==> src/rtl/phys_adm_pkg.sv <==
`timescale 1ns/1ps
package phys_adm_pkg;

  typedef enum logic [1:0] {
    REQ_READ      = 2'd0,
    REQ_WR_POSTED = 2'd1,
    REQ_WR_FULL   = 2'd2,
    REQ_LOCK      = 2'd3
  } reqKind_e;

  typedef enum logic [1:0] {
    ACK_DONE  = 2'd0,
    ACK_PEND  = 2'd1,
    ACK_BUSY  = 2'd2,
    ACK_ROUTE = 2'd3
  } ackKind_e;

  // strobes from control to the queue datapath
  typedef struct packed {
    logic push;
    logic pop;
    logic killPend;
  } qStrobe_t;

endpackage

==> src/rtl/phys_adm_dpath.sv <==
`timescale 1ns/1ps
module phys_adm_dpath
  import phys_adm_pkg::*;
#(
  parameter int DEPTH  = 4,
  parameter int DATA_W = 32
) (
  input  logic              clk,
  input  logic              rstN,
  input  qStrobe_t          strobe,
  input  logic [DATA_W-1:0] pushData,
  input  logic              pushPosted,
  output logic [DATA_W-1:0] headData,
  output logic              headPosted,
  output logic              headKilled,
  output logic              headValid,
  output logic              full
);
  localparam int PTR_W = (DEPTH > 1) ? $clog2(DEPTH) : 1;
  localparam int CNT_W = $clog2(DEPTH + 1);

  logic [DATA_W-1:0] slotData   [DEPTH];
  logic              slotPosted [DEPTH];
  logic              slotKilled [DEPTH];
  logic [PTR_W-1:0]  rdPtr, wrPtr;
  logic [CNT_W-1:0]  count;

  function automatic logic [PTR_W-1:0] nextPtr(input logic [PTR_W-1:0] p);
    return (p == PTR_W'(DEPTH - 1)) ? '0 : p + 1'b1;
  endfunction

  // per-slot storage; a bus reset tags only non-posted slots
  for (genvar g = 0; g < DEPTH; g++) begin : gSlot
    always_ff @(posedge clk or negedge rstN) begin
      if (!rstN) begin
        slotData[g]   <= '0;
        slotPosted[g] <= 1'b0;
        slotKilled[g] <= 1'b0;
      end else if (strobe.push && wrPtr == PTR_W'(g)) begin
        slotData[g]   <= pushData;
        slotPosted[g] <= pushPosted;
        slotKilled[g] <= 1'b0;
      end else if (strobe.killPend && !slotPosted[g]) begin
        slotKilled[g] <= 1'b1;
      end
    end
  end

  always_ff @(posedge clk or negedge rstN) begin
    if (!rstN) begin
      rdPtr <= '0;
      wrPtr <= '0;
      count <= '0;
    end else begin
      if (strobe.push) wrPtr <= nextPtr(wrPtr);
      if (strobe.pop)  rdPtr <= nextPtr(rdPtr);
      case ({strobe.push, strobe.pop})
        2'b10:   count <= count + 1'b1;
        2'b01:   count <= count - 1'b1;
        default: count <= count;
      endcase
    end
  end

  assign headValid  = (count != '0);
  assign full       = (count == CNT_W'(DEPTH));
  assign headData   = slotData[rdPtr];
  assign headPosted = slotPosted[rdPtr];
  assign headKilled = slotKilled[rdPtr];

endmodule

==> src/rtl/phys_adm_ctrl.sv <==
`timescale 1ns/1ps
module phys_adm_ctrl
  import phys_adm_pkg::*;
#(
  parameter int              NODE_W   = 6,
  parameter int              OFFS_W   = 16,
  parameter logic [OFFS_W-1:0] CSR_BASE = 16'hF000,
  parameter logic [OFFS_W-1:0] CSR_SIZE = 16'h0400
) (
  input  logic                   clk,
  input  logic                   rstN,
  input  logic                   busReset,
  input  logic                   reqValid,
  output logic                   reqReady,
  input  logic [1:0]             reqType,
  input  logic [NODE_W-1:0]      reqSrc,
  input  logic [OFFS_W-1:0]      reqOffset,
  output logic                   ackValid,
  output logic [1:0]             ackCode,
  input  logic                   filterWrEn,
  input  logic [(1<<NODE_W)-1:0] filterWrData,
  input  logic                   headValid,
  input  logic                   headKilled,
  input  logic                   headPosted,
  input  logic                   full,
  output qStrobe_t               strobe,
  output logic                   pushPosted,
  output logic                   memValid,
  input  logic                   memReady,
  input  logic                   memDoneValid,
  input  logic                   memDoneErr,
  output logic                   intrPulse,
  output logic                   intrStatus,
  input  logic                   intrClr
);
  localparam int NODES = 1 << NODE_W;
  localparam logic [OFFS_W:0] CSR_END = {1'b0, CSR_BASE} + {1'b0, CSR_SIZE};

  logic             filtReady;
  logic [NODES-1:0] srcMask;
  logic             outBusy, outPosted;
  logic             accept, inCsr, isPosted, physGo, issue;
  ackKind_e         decision;

  assign reqReady = !busReset;
  assign accept   = reqValid && reqReady;
  assign inCsr    = ({1'b0, reqOffset} >= {1'b0, CSR_BASE}) &&
                    ({1'b0, reqOffset} <  CSR_END);
  assign isPosted = (reqKind_e'(reqType) == REQ_WR_POSTED);

  always_comb begin
    if (!inCsr && !filtReady)         decision = ACK_BUSY;
    else if (!inCsr && !srcMask[reqSrc]) decision = ACK_ROUTE;
    else if (full)                    decision = ACK_BUSY;
    else if (isPosted)                decision = ACK_DONE;
    else                              decision = ACK_PEND;
  end

  assign physGo     = (decision == ACK_DONE) || (decision == ACK_PEND);
  assign pushPosted = isPosted;

  // one access in flight; no issue during a bus reset
  assign memValid = headValid && !headKilled && !outBusy && !busReset;
  assign issue    = memValid && memReady;

  always_comb begin
    strobe.push     = accept && physGo;
    strobe.pop      = issue || (headValid && headKilled);  // discard
    strobe.killPend = busReset;
  end

  always_ff @(posedge clk or negedge rstN) begin
    if (!rstN) begin
      filtReady <= 1'b0;
      srcMask   <= '0;
    end else if (busReset) begin
      filtReady <= 1'b0;
    end else if (filterWrEn) begin
      filtReady <= 1'b1;
      srcMask   <= filterWrData;
    end
  end

  always_ff @(posedge clk or negedge rstN) begin
    if (!rstN) begin
      ackValid <= 1'b0;
      ackCode  <= ACK_DONE;
    end else begin
      ackValid <= accept;
      ackCode  <= decision;
    end
  end

  always_ff @(posedge clk or negedge rstN) begin
    if (!rstN) begin
      outBusy   <= 1'b0;
      outPosted <= 1'b0;
    end else if (issue) begin
      outBusy   <= 1'b1;
      outPosted <= headPosted;
    end else if (memDoneValid) begin
      outBusy   <= 1'b0;
    end
  end


  logic errEvent;
  assign errEvent = memDoneValid && memDoneErr && outBusy && outPosted;

  always_ff @(posedge clk or negedge rstN) begin
    if (!rstN) begin
      intrPulse  <= 1'b0;
      intrStatus <= 1'b0;
    end else begin
      intrPulse  <= errEvent;
      intrStatus <= (intrStatus && !intrClr) || errEvent;
    end
  end

endmodule

==> src/rtl/phys_req_admit.sv <==
`timescale 1ns/1ps
module phys_req_admit
  import phys_adm_pkg::*;
#(
  parameter int              NODE_W   = 6,
  parameter int              OFFS_W   = 16,
  parameter int              TAG_W    = 6,
  parameter int              SPD_W    = 2,
  parameter int              DEPTH    = 4,
  parameter logic [OFFS_W-1:0] CSR_BASE = 16'hF000,
  parameter logic [OFFS_W-1:0] CSR_SIZE = 16'h0400
) (
  input  logic                   clk,
  input  logic                   rstN,
  input  logic                   busReset,
  input  logic                   reqValid,
  output logic                   reqReady,
  input  logic [1:0]             reqType,
  input  logic [NODE_W-1:0]      reqSrc,
  input  logic [OFFS_W-1:0]      reqOffset,
  input  logic [TAG_W-1:0]       reqTag,
  input  logic [SPD_W-1:0]       reqSpeed,
  output logic                   ackValid,
  output logic [1:0]             ackCode,
  input  logic                   filterWrEn,
  input  logic [(1<<NODE_W)-1:0] filterWrData,
  output logic                   memValid,
  input  logic                   memReady,
  output logic [1:0]             memType,
  output logic [NODE_W-1:0]      memSrc,
  output logic [OFFS_W-1:0]      memOffset,
  output logic [TAG_W-1:0]       memTag,
  output logic [SPD_W-1:0]       memSpeed,
  input  logic                   memDoneValid,
  input  logic                   memDoneErr,
  output logic                   intrPulse,
  output logic                   intrStatus,
  input  logic                   intrClr
);
  localparam int DATA_W = 2 + NODE_W + OFFS_W + TAG_W + SPD_W;

  qStrobe_t          strobe;
  logic [DATA_W-1:0] pushData, headData;
  logic              pushPosted, headPosted, headKilled, headValid, full;

  assign pushData = {reqType, reqSrc, reqOffset, reqTag, reqSpeed};
  assign {memType, memSrc, memOffset, memTag, memSpeed} = headData;

  phys_adm_ctrl #(
    .NODE_W(NODE_W), .OFFS_W(OFFS_W), .CSR_BASE(CSR_BASE), .CSR_SIZE(CSR_SIZE)
  ) u_ctrl (
    .clk(clk), .rstN(rstN), .busReset(busReset),
    .reqValid(reqValid), .reqReady(reqReady), .reqType(reqType),
    .reqSrc(reqSrc), .reqOffset(reqOffset),
    .ackValid(ackValid), .ackCode(ackCode),
    .filterWrEn(filterWrEn), .filterWrData(filterWrData),
    .headValid(headValid), .headKilled(headKilled), .headPosted(headPosted),
    .full(full), .strobe(strobe), .pushPosted(pushPosted),
    .memValid(memValid), .memReady(memReady),
    .memDoneValid(memDoneValid), .memDoneErr(memDoneErr),
    .intrPulse(intrPulse), .intrStatus(intrStatus), .intrClr(intrClr)
  );

  phys_adm_dpath #(.DEPTH(DEPTH), .DATA_W(DATA_W)) u_dpath (
    .clk(clk), .rstN(rstN), .strobe(strobe),
    .pushData(pushData), .pushPosted(pushPosted),
    .headData(headData), .headPosted(headPosted), .headKilled(headKilled),
    .headValid(headValid), .full(full)
  );

endmodule

==> config.mk <==
export PLATFORM = sky130hd
export DESIGN_NAME = phys_req_admit
export DESIGN_NICKNAME = d
export VERILOG_FILES = /design/src/rtl/phys_adm_pkg.sv /design/src/rtl/phys_adm_dpath.sv /design/src/rtl/phys_adm_ctrl.sv /design/src/rtl/phys_req_admit.sv
export SDC_FILE = /design/constraint.sdc
export NUM_CORES = 1
export LEC_CHECK = 0
export BUFFER_PORTS_ARGS = -buffer_cell sky130_fd_sc_hd__buf_2
export CORE_ASPECT_RATIO = 1.1
export CORE_UTILIZATION = 45
export CTS_CLUSTER_DIAMETER = 120
export DETAILED_ROUTE_END_ITERATION = 10
export PLACE_DENSITY = 0.65
export SKIP_LAST_GASP = 1
export SYNTH_ARGS = -nofsm -noshare
export SYNTH_HDL_FRONTEND = slang
export SYNTH_SLANG_ARGS = --single-unit
==> constraint.sdc <==
create_clock -name clk -period 3.5 [get_ports clk]
set_clock_uncertainty 0.2 [all_clocks]
set_input_delay 0.175 -clock clk [delete_from_list [all_inputs] [get_ports clk]]
set_output_delay 0.175 -clock clk [all_outputs]
set_load 0.01 [all_outputs]
Yosys cells after proc, flatten, opt, wreduce, memory -nomap -nowiden
Index checks and enable logic that the tools add are counted.
{ "word_totals": {"ff_bits": 215, "inputBits": 105, "out_inout_bits": 39, "word_cells": 119} }
{ "classes": {"addsub": 4, "order_cmp": 4, "n_eq_ne": 9, "muxes": 30, "bitwise": 2, "n_reduce_logical": 47} }
{ "ops": {"columns": ["op", "count"], "rows": [
  ["$bmux W32 S2", 1],
  ["$mux W32", 2],
  ["$logic_and A1 B1 Y1", 22],
  ["$mux W1", 18],
  ["$ge A16 B16 Y1 const B", 1],
  ["$lt A16 B16 Y1 const B", 1],
  ["$reduce_bool A2 Y1", 7],
  ["$logic_not A1 Y1", 11],
  ["$mux W2", 5],
  ["$eq A2 B1 Y1 const B", 4],
  ["$eq A2 B2 Y1 const B", 4],
  ["$lt A6 B7 Y1 const B", 1],
  ["$bmux W1 S6", 1],
  ["$pmux W3 S2", 1],
  ["$add A2 B1 Y2 const B", 2],
  ["$bmux W1 S2", 2],
  ["$logic_not A2 Y1", 2],
  ["$add A3 B1 Y3 const B", 1],
  ["$eq A3 B3 Y1 const B", 1],
  ["$ge A3 B3 Y1 const B", 1],
  ["$logic_or A1 B1 Y1", 3],
  ["$not A2 Y3", 1],
  ["$reduce_bool A3 Y1", 1],
  ["$sub A3 B1 Y3 const B", 1],
  ["other kinds (2)", 2]
]} }

Longest topological paths before layout
{ "depth": {"depth_word": 12, "mapped_depth": 16, "mapped_depth_nobuf": 13} }

Modules after synthesis
A second synthesis with hierarchy kept.
{ "unflattened": {"cells_unflattened": 588, "hier_area_um2": 9609.2} }
{ "by_module_without_submodules": {"columns": ["module", "n_inst", "cells_each", "area_per_inst_um2"], "rows": [
  ["phys_adm_dpath", 1, 370, 6293.5],
  ["phys_adm_ctrl", 1, 218, 3315.7]
]} }

Least setup slack after synthesis
OpenSTA, ideal clock, no wires.
{ "synth_timing": {"path_kind": "reg-to-reg", "startpoint": "register u_dpath.rdPtr[0]", "endpoint": "register u_dpath.count[2]", "setup_time_ns": 0.079, "arrival_time_ns": 3.051, "t_required_ns": 3.221, "setup_slack_ns": 0.170, "stages_incl_launch_ff": 12, "period_less_slack_ns": 3.330, "path_cell_list": "dfrtp_1 -> clkbuf_1 -> mux4_2 -> nor4_1 -> nand2_1 -> nand2_1 -> ha_1 -> inv_1 -> fa_1 -> xor2_1 -> nor2_1 -> xor2_1"} }
{ "synth_between": {"elab_chain_len": 12, "elab_cells_between_ends": 15, "cone_classes": "2 x eq/ne; 4 x mux; 1 x bitwise; 8 x reduce/logical"} }
{ "synth_lines": {"columns": ["item", "line", "rtl"], "rows": [
  ["start: declaration", "phys_adm_dpath.sv:25", "logic [PTR_W-1:0] rdPtr, wrPtr;"],
  ["start signal: assignment", "phys_adm_dpath.sv:56", "if (strobe.pop) rdPtr <= nextPtr(rdPtr);"],
  ["$not A2 Y3 (not written as such) (*)", "phys_adm_dpath.sv:69", "assign headKilled = slotKilled[rdPtr];"],
  ["$bmux W1 S2 (*)", "phys_adm_dpath.sv:69", null],
  ["$mux W1 (not written as such) (*) (2 in a row)", "phys_adm_dpath.sv:69", null],
  ["$logic_not A1 Y1 (*)", "phys_adm_ctrl.sv:63", "assign memValid = headValid && !headKilled && !outBusy && !busReset;"],
  ["$logic_and A1 B1 Y1 (*) (3 in a row)", "phys_adm_ctrl.sv:63", null],
  ["net memValid", "phys_req_admit.sv:27", "output logic memValid,"],
  ["$logic_and A1 B1 Y1 (*)", "phys_adm_ctrl.sv:64", "assign issue = memValid && memReady;"],
  ["$logic_or A1 B1 Y1 (*)", "phys_adm_ctrl.sv:68", "strobe.pop = issue || (headValid && headKilled);"],
  ["$eq A2 B1 Y1 / $eq A2 B2 Y1 (equally long branches)", "phys_adm_dpath.sv:57", "case ({strobe.push, strobe.pop})"],
  ["$pmux W3 S2 / $reduce_bool A2 Y1 (equally long branches)", null, null],
  ["end signal: assignment", "phys_adm_dpath.sv:58", "2'b10: count <= count + 1'b1;"],
  ["end signal: assignment", "phys_adm_dpath.sv:59", "2'b01: count <= count - 1'b1;"],
  ["end signal: assignment", "phys_adm_dpath.sv:60", "default: count <= count;"],
  ["end: declaration", "phys_adm_dpath.sv:26", "logic [CNT_W-1:0] count;"]
]} }
Mark *: on every way through the listed nets, which the timed path passes. The rest lies on a longest branch. The select of a mux whose other input is x is not followed.
A chain may end at the register's enable or synchronous reset.

Worst setup path in the final report
{ "layout_timing": {"startpoint": "register u_ctrl.srcMask[45]", "endpoint": "register u_dpath.count[2]"} }
{ "layout_between": {"elab_chain_len": 11, "elab_cells_between_ends": 14, "cone_classes": "3 x eq/ne; 5 x mux; 6 x reduce/logical"} }
{ "layout_lines": {"columns": ["item", "line", "rtl"], "rows": [
  ["start: declaration", "phys_adm_ctrl.sv:40", "logic [NODES-1:0] srcMask;"],
  ["start signal: assignment", "phys_adm_ctrl.sv:80", "srcMask <= filterWrData;"],
  ["$bmux W1 S6 (*)", "phys_adm_ctrl.sv:53", "else if (!inCsr && !srcMask[reqSrc]) decision = ACK_ROUTE;"],
  ["$mux W1 (not written as such) (*)", "phys_adm_ctrl.sv:53", null],
  ["$logic_not A1 Y1 (*)", "phys_adm_ctrl.sv:53", null],
  ["$logic_and A1 B1 Y1 (*)", "phys_adm_ctrl.sv:53", null],
  ["$mux W2 (*)", "phys_adm_ctrl.sv:53", null],
  ["$mux W2 (*)", "phys_adm_ctrl.sv:52", "if (!inCsr && !filtReady) decision = ACK_BUSY;"],
  ["$eq A2 B1 Y1 / $logic_not A2 Y1 (equally long branches)", "phys_adm_ctrl.sv:59", "assign physGo = (decision == ACK_DONE) || (decision == ACK_PEND);"],
  ["$logic_or A1 B1 Y1 (*)", "phys_adm_ctrl.sv:59", null],
  ["$logic_and A1 B1 Y1 (*)", "phys_adm_ctrl.sv:67", "strobe.push = accept && physGo;"],
  ["$eq A2 B1 Y1 / $eq A2 B2 Y1 (equally long branches)", "phys_adm_dpath.sv:57", null],
  ["$pmux W3 S2 / $reduce_bool A2 Y1 (equally long branches)", null, null]
]} }
Mark *: on every way between the ends. The rest lies on a longest branch, timed or not. The select of a mux whose other input is x is not followed.

==> out/qor.yml <==
status: "complete, no violations"
cts_buffers: 24
synth_seq_area_share_pct: 53.0
pwr_density_cell_nw_per_um2: 711
syn_area_um2: 10200
fin_util_pct: 59.4
crit_path_end_kind: "register"
cts-root-buf: "clkbuf_16"
finalMaxSlewViolations: 0
cap_violations: 0
async_flop_share_pct: 100
synthesis.nets: 717
detail_route.iter0.violations: 173
clk_pin_slew_ns: 0.06
firstDrtPassIters: 4
period_minus_slack_ns: 3.32
worst_pin_slew_ns: 0.871
critPathTopFamily: "simple AND/OR/NAND/NOR gates"
clock.fmax_ghz: 0.302
vias: 6212
fin_nets: 983
p_leak_uw: 0.00643
ir_drop_v: 0.000343
hold_violations: 0
antenna_found_initial: 0
worstSetupPathType: "register to register"
crit_buf_inv: 2
synth_cell_type_count: 45
die_area_um2: 23200
drc: 0
initial_core_util_pct: 45.9
placed_cells: 1032
h-tree-depth: 1
yosys.area.top_type: "dfrtp_1"
instances_no_fill: 1183
synth_ff_type: "dfrtp_1"
pin_count: 144
grtUsageTotal_pct: 20.7
fp.dieH_um: 160
place.gp.congestion: 0.775
fin_ws_ns: 0.185
ys_ff_latch: 215
max_stage_delay_ns: 0.57
syn_to_final_growth_pct: 29.2
power.total_uw: 9340
viasPerCell: 5.25
cp_max_fo: 2
io_buffer_count: 143
yosysTopAreaCellShare_pct: 53.0
cts_buffer_depth: 3
period_share_pct: 94.7
die_w_um: 145
core_area_um2: 22100
hp-class: "input pin to register"
preCtsSetupSlack_ns: 0.00635
rows: 57
clock_latency_ns: 0.52
required_ns: 3.73
fin_setup_tns_ns: 0
worst_ep_arrival_time_ns: 3.54
cts_tree: "yes"
slowest_stage: "mux4_1"
wl_per_cell_um: 19.5
diodes: 0
crit_chain: "mux4_1 > a2111oi_4 > nor4_4 > or3_4 > inv_1 > ha_2 > inv_1 > fa_1 > xor2_1 > nor2_1 > xor2_1"
cts.sinks: 215
maxSlewHeadroom_pct: 41.9
grt_pass1_vias: 7135
dp_hpwl_um: 14400
synth_edf_count: 0
yosys-top-cells-area: "dfrtp_1, mux2_4, mux2_2"
timing.rr.start: "u_ctrl.srcMask[45]"
grt_pass1_wl_um: 38400
overflow: 0
setup_violations: 0
netlist_instances: 605
critPathLaunchType: "register"
avgSynthCellArea_um2: 16.8
ant_nets: 0
yosysWarnings: 0
wirelength_um: 23100
hp-start: "busReset"
grt_max_degree: 106
setup.worst_path.start: "u_ctrl.srcMask[45]"
drive_gt1_share_pct: 51.7
==> layout by cell type, fill, tap and decap left out, types with 2 or more instances in the layout <==
cell	synthesis	layout
a211oi_1	2	2
a22oi_1	7	7
a311oi_2	1	2
and2_1	3	3
buf_12	0	6
buf_2	2	141
buf_4	1	19
clkbuf_1	13	7
clkbuf_16	0	24
clkbuf_8	0	6
clkinv_2	0	5
dfrtp_1	215	213
dfrtp_2	0	2
dlygate4sd3_1	0	107
ha_1	6	5
inv_1	11	11
mux2_2	85	85
mux2_4	116	116
mux2i_1	23	22
mux4_1	3	2
mux4_2	37	38
nand2_1	6	6
nor2_1	12	12
nor2b_1	7	5
nor2b_4	0	2
nor3_1	3	3
nor4_1	2	2
o21a_1	5	5
o21ai_0	2	2
o31ai_4	4	4
xor2_1	2	2
==> worst register-to-register path: cells and delay by family, from the launching register on <==
family | cells | cell delay, ns
buffers and inverters | 2 | 0.12
flip-flops | 1 | 0.38
adder cells (fa/ha/maj) | 2 | 0.55
AO/OA/AOI/OAI | 1 | 0.48
multiplexers | 1 | 0.57
AND/OR/NAND/NOR | 3 | 0.62
XOR/XNOR | 2 | 0.31
==> per-layer routing <==
layer / track usage [%] / wire length, µm
met2: 36.3 / 11700
met5: 0 / 0
met3: 3.58 / 1000
met4: 4.69 / 378
met1: 26.8 / 10000
==> flip-flops by register name (all words and copies together) (netlist names) <==
register	cells
u_ctrl.ackCode	2
u_dpath.slotPosted	4
u_ctrl.outPosted	1
u_ctrl.intrStatus	1
u_ctrl.ackValid	1
u_dpath.count	3
u_dpath.slotKilled	4
u_dpath.rdPtr	2
u_ctrl.outBusy	1
u_ctrl.intrPulse	1
u_dpath.wrPtr	2
u_ctrl.srcMask	64
u_dpath.slotData	128
u_ctrl.filtReady	1
==> path summary, 6_finish.rpt <==
path,to,slack (ns),cells after the start
max in group asynchronous,u_ctrl.srcMask[42],2.07,3
worst min register to register,u_dpath.slotKilled[1],0.29,1
worst min-delay path,u_dpath.slotKilled[0],0.02,4
worst max register to register,u_dpath.count[2],0.18,11
worst max-delay path,u_dpath.count[2],0.18,11
min in group asynchronous,u_dpath.slotData[81],0.09,2
==> synthesized netlist by cell type, types with 2 or more instances <==
master and instances:
nand2_1 6, a211oi_1 2, mux2_4 116, and2_1 3, a22oi_1 7, mux4_1 3
buf_1 4, buf_6 14, xor2_1 2, nor4_1 2, buf_2 2, mux2_2 85
nor3_1 3, nor2_1 12, nor2b_1 7, ha_1 6, inv_1 11, o21ai_0 2
o21a_1 5, clkbuf_1 13, mux4_2 37, mux2i_1 23, o31ai_4 4, dfrtp_1 215
==> cell families after synthesis <==
group | count (synthesis) | share of synthesized area [%]
xor+xnor | 3 | 0.259
simple gates | 38 | 2.03
flops | 215 | 53.0
mux | 264 | 37.8
compound gates | 32 | 3.19
buf+inv | 46 | 2.81
fa+ha+maj | 7 | 0.936
==> area by class of cell <==
class / instances / area (µm²)
clock inverter: 7 / 48.8
fill: 1725 / 8980
inverter: 11 / 41.3
timing repair buffer: 275 / 2060
sequential: 215 / 5380
multi-input combinational: 344 / 4530
tap: 295 / 369
clock buffer: 36 / 696
==> power by group <==
part / switching (µW) / leakage, µW / internal (µW)
Clock: 995 / 0.000367 / 1370
Combinational: 1180 / 0.00336 / 1970
Sequential: 489 / 0.00271 / 3340
==> through the flow <==
step | hold WS [ns] | cell area (µm²)
floorplan | -0.321 | 10200
global placement | 0.123 | 11300
detailed placement | 0.128 | 11300
CTS | 0.0108 | 13100
global route | 0.0414 | 13100
finish | 0.0175 | 13100
==> timing repair <==
item | 4_1_cts | 5_1_grt
resized for setup | 0 | 9
endpoints found under the hold margin | 301 | 0
setup buffers | 0 | 1
setup endpoints to repair | 0 | 1
hold buffers | 107 | 0
(Power assumes the default switching activity.)
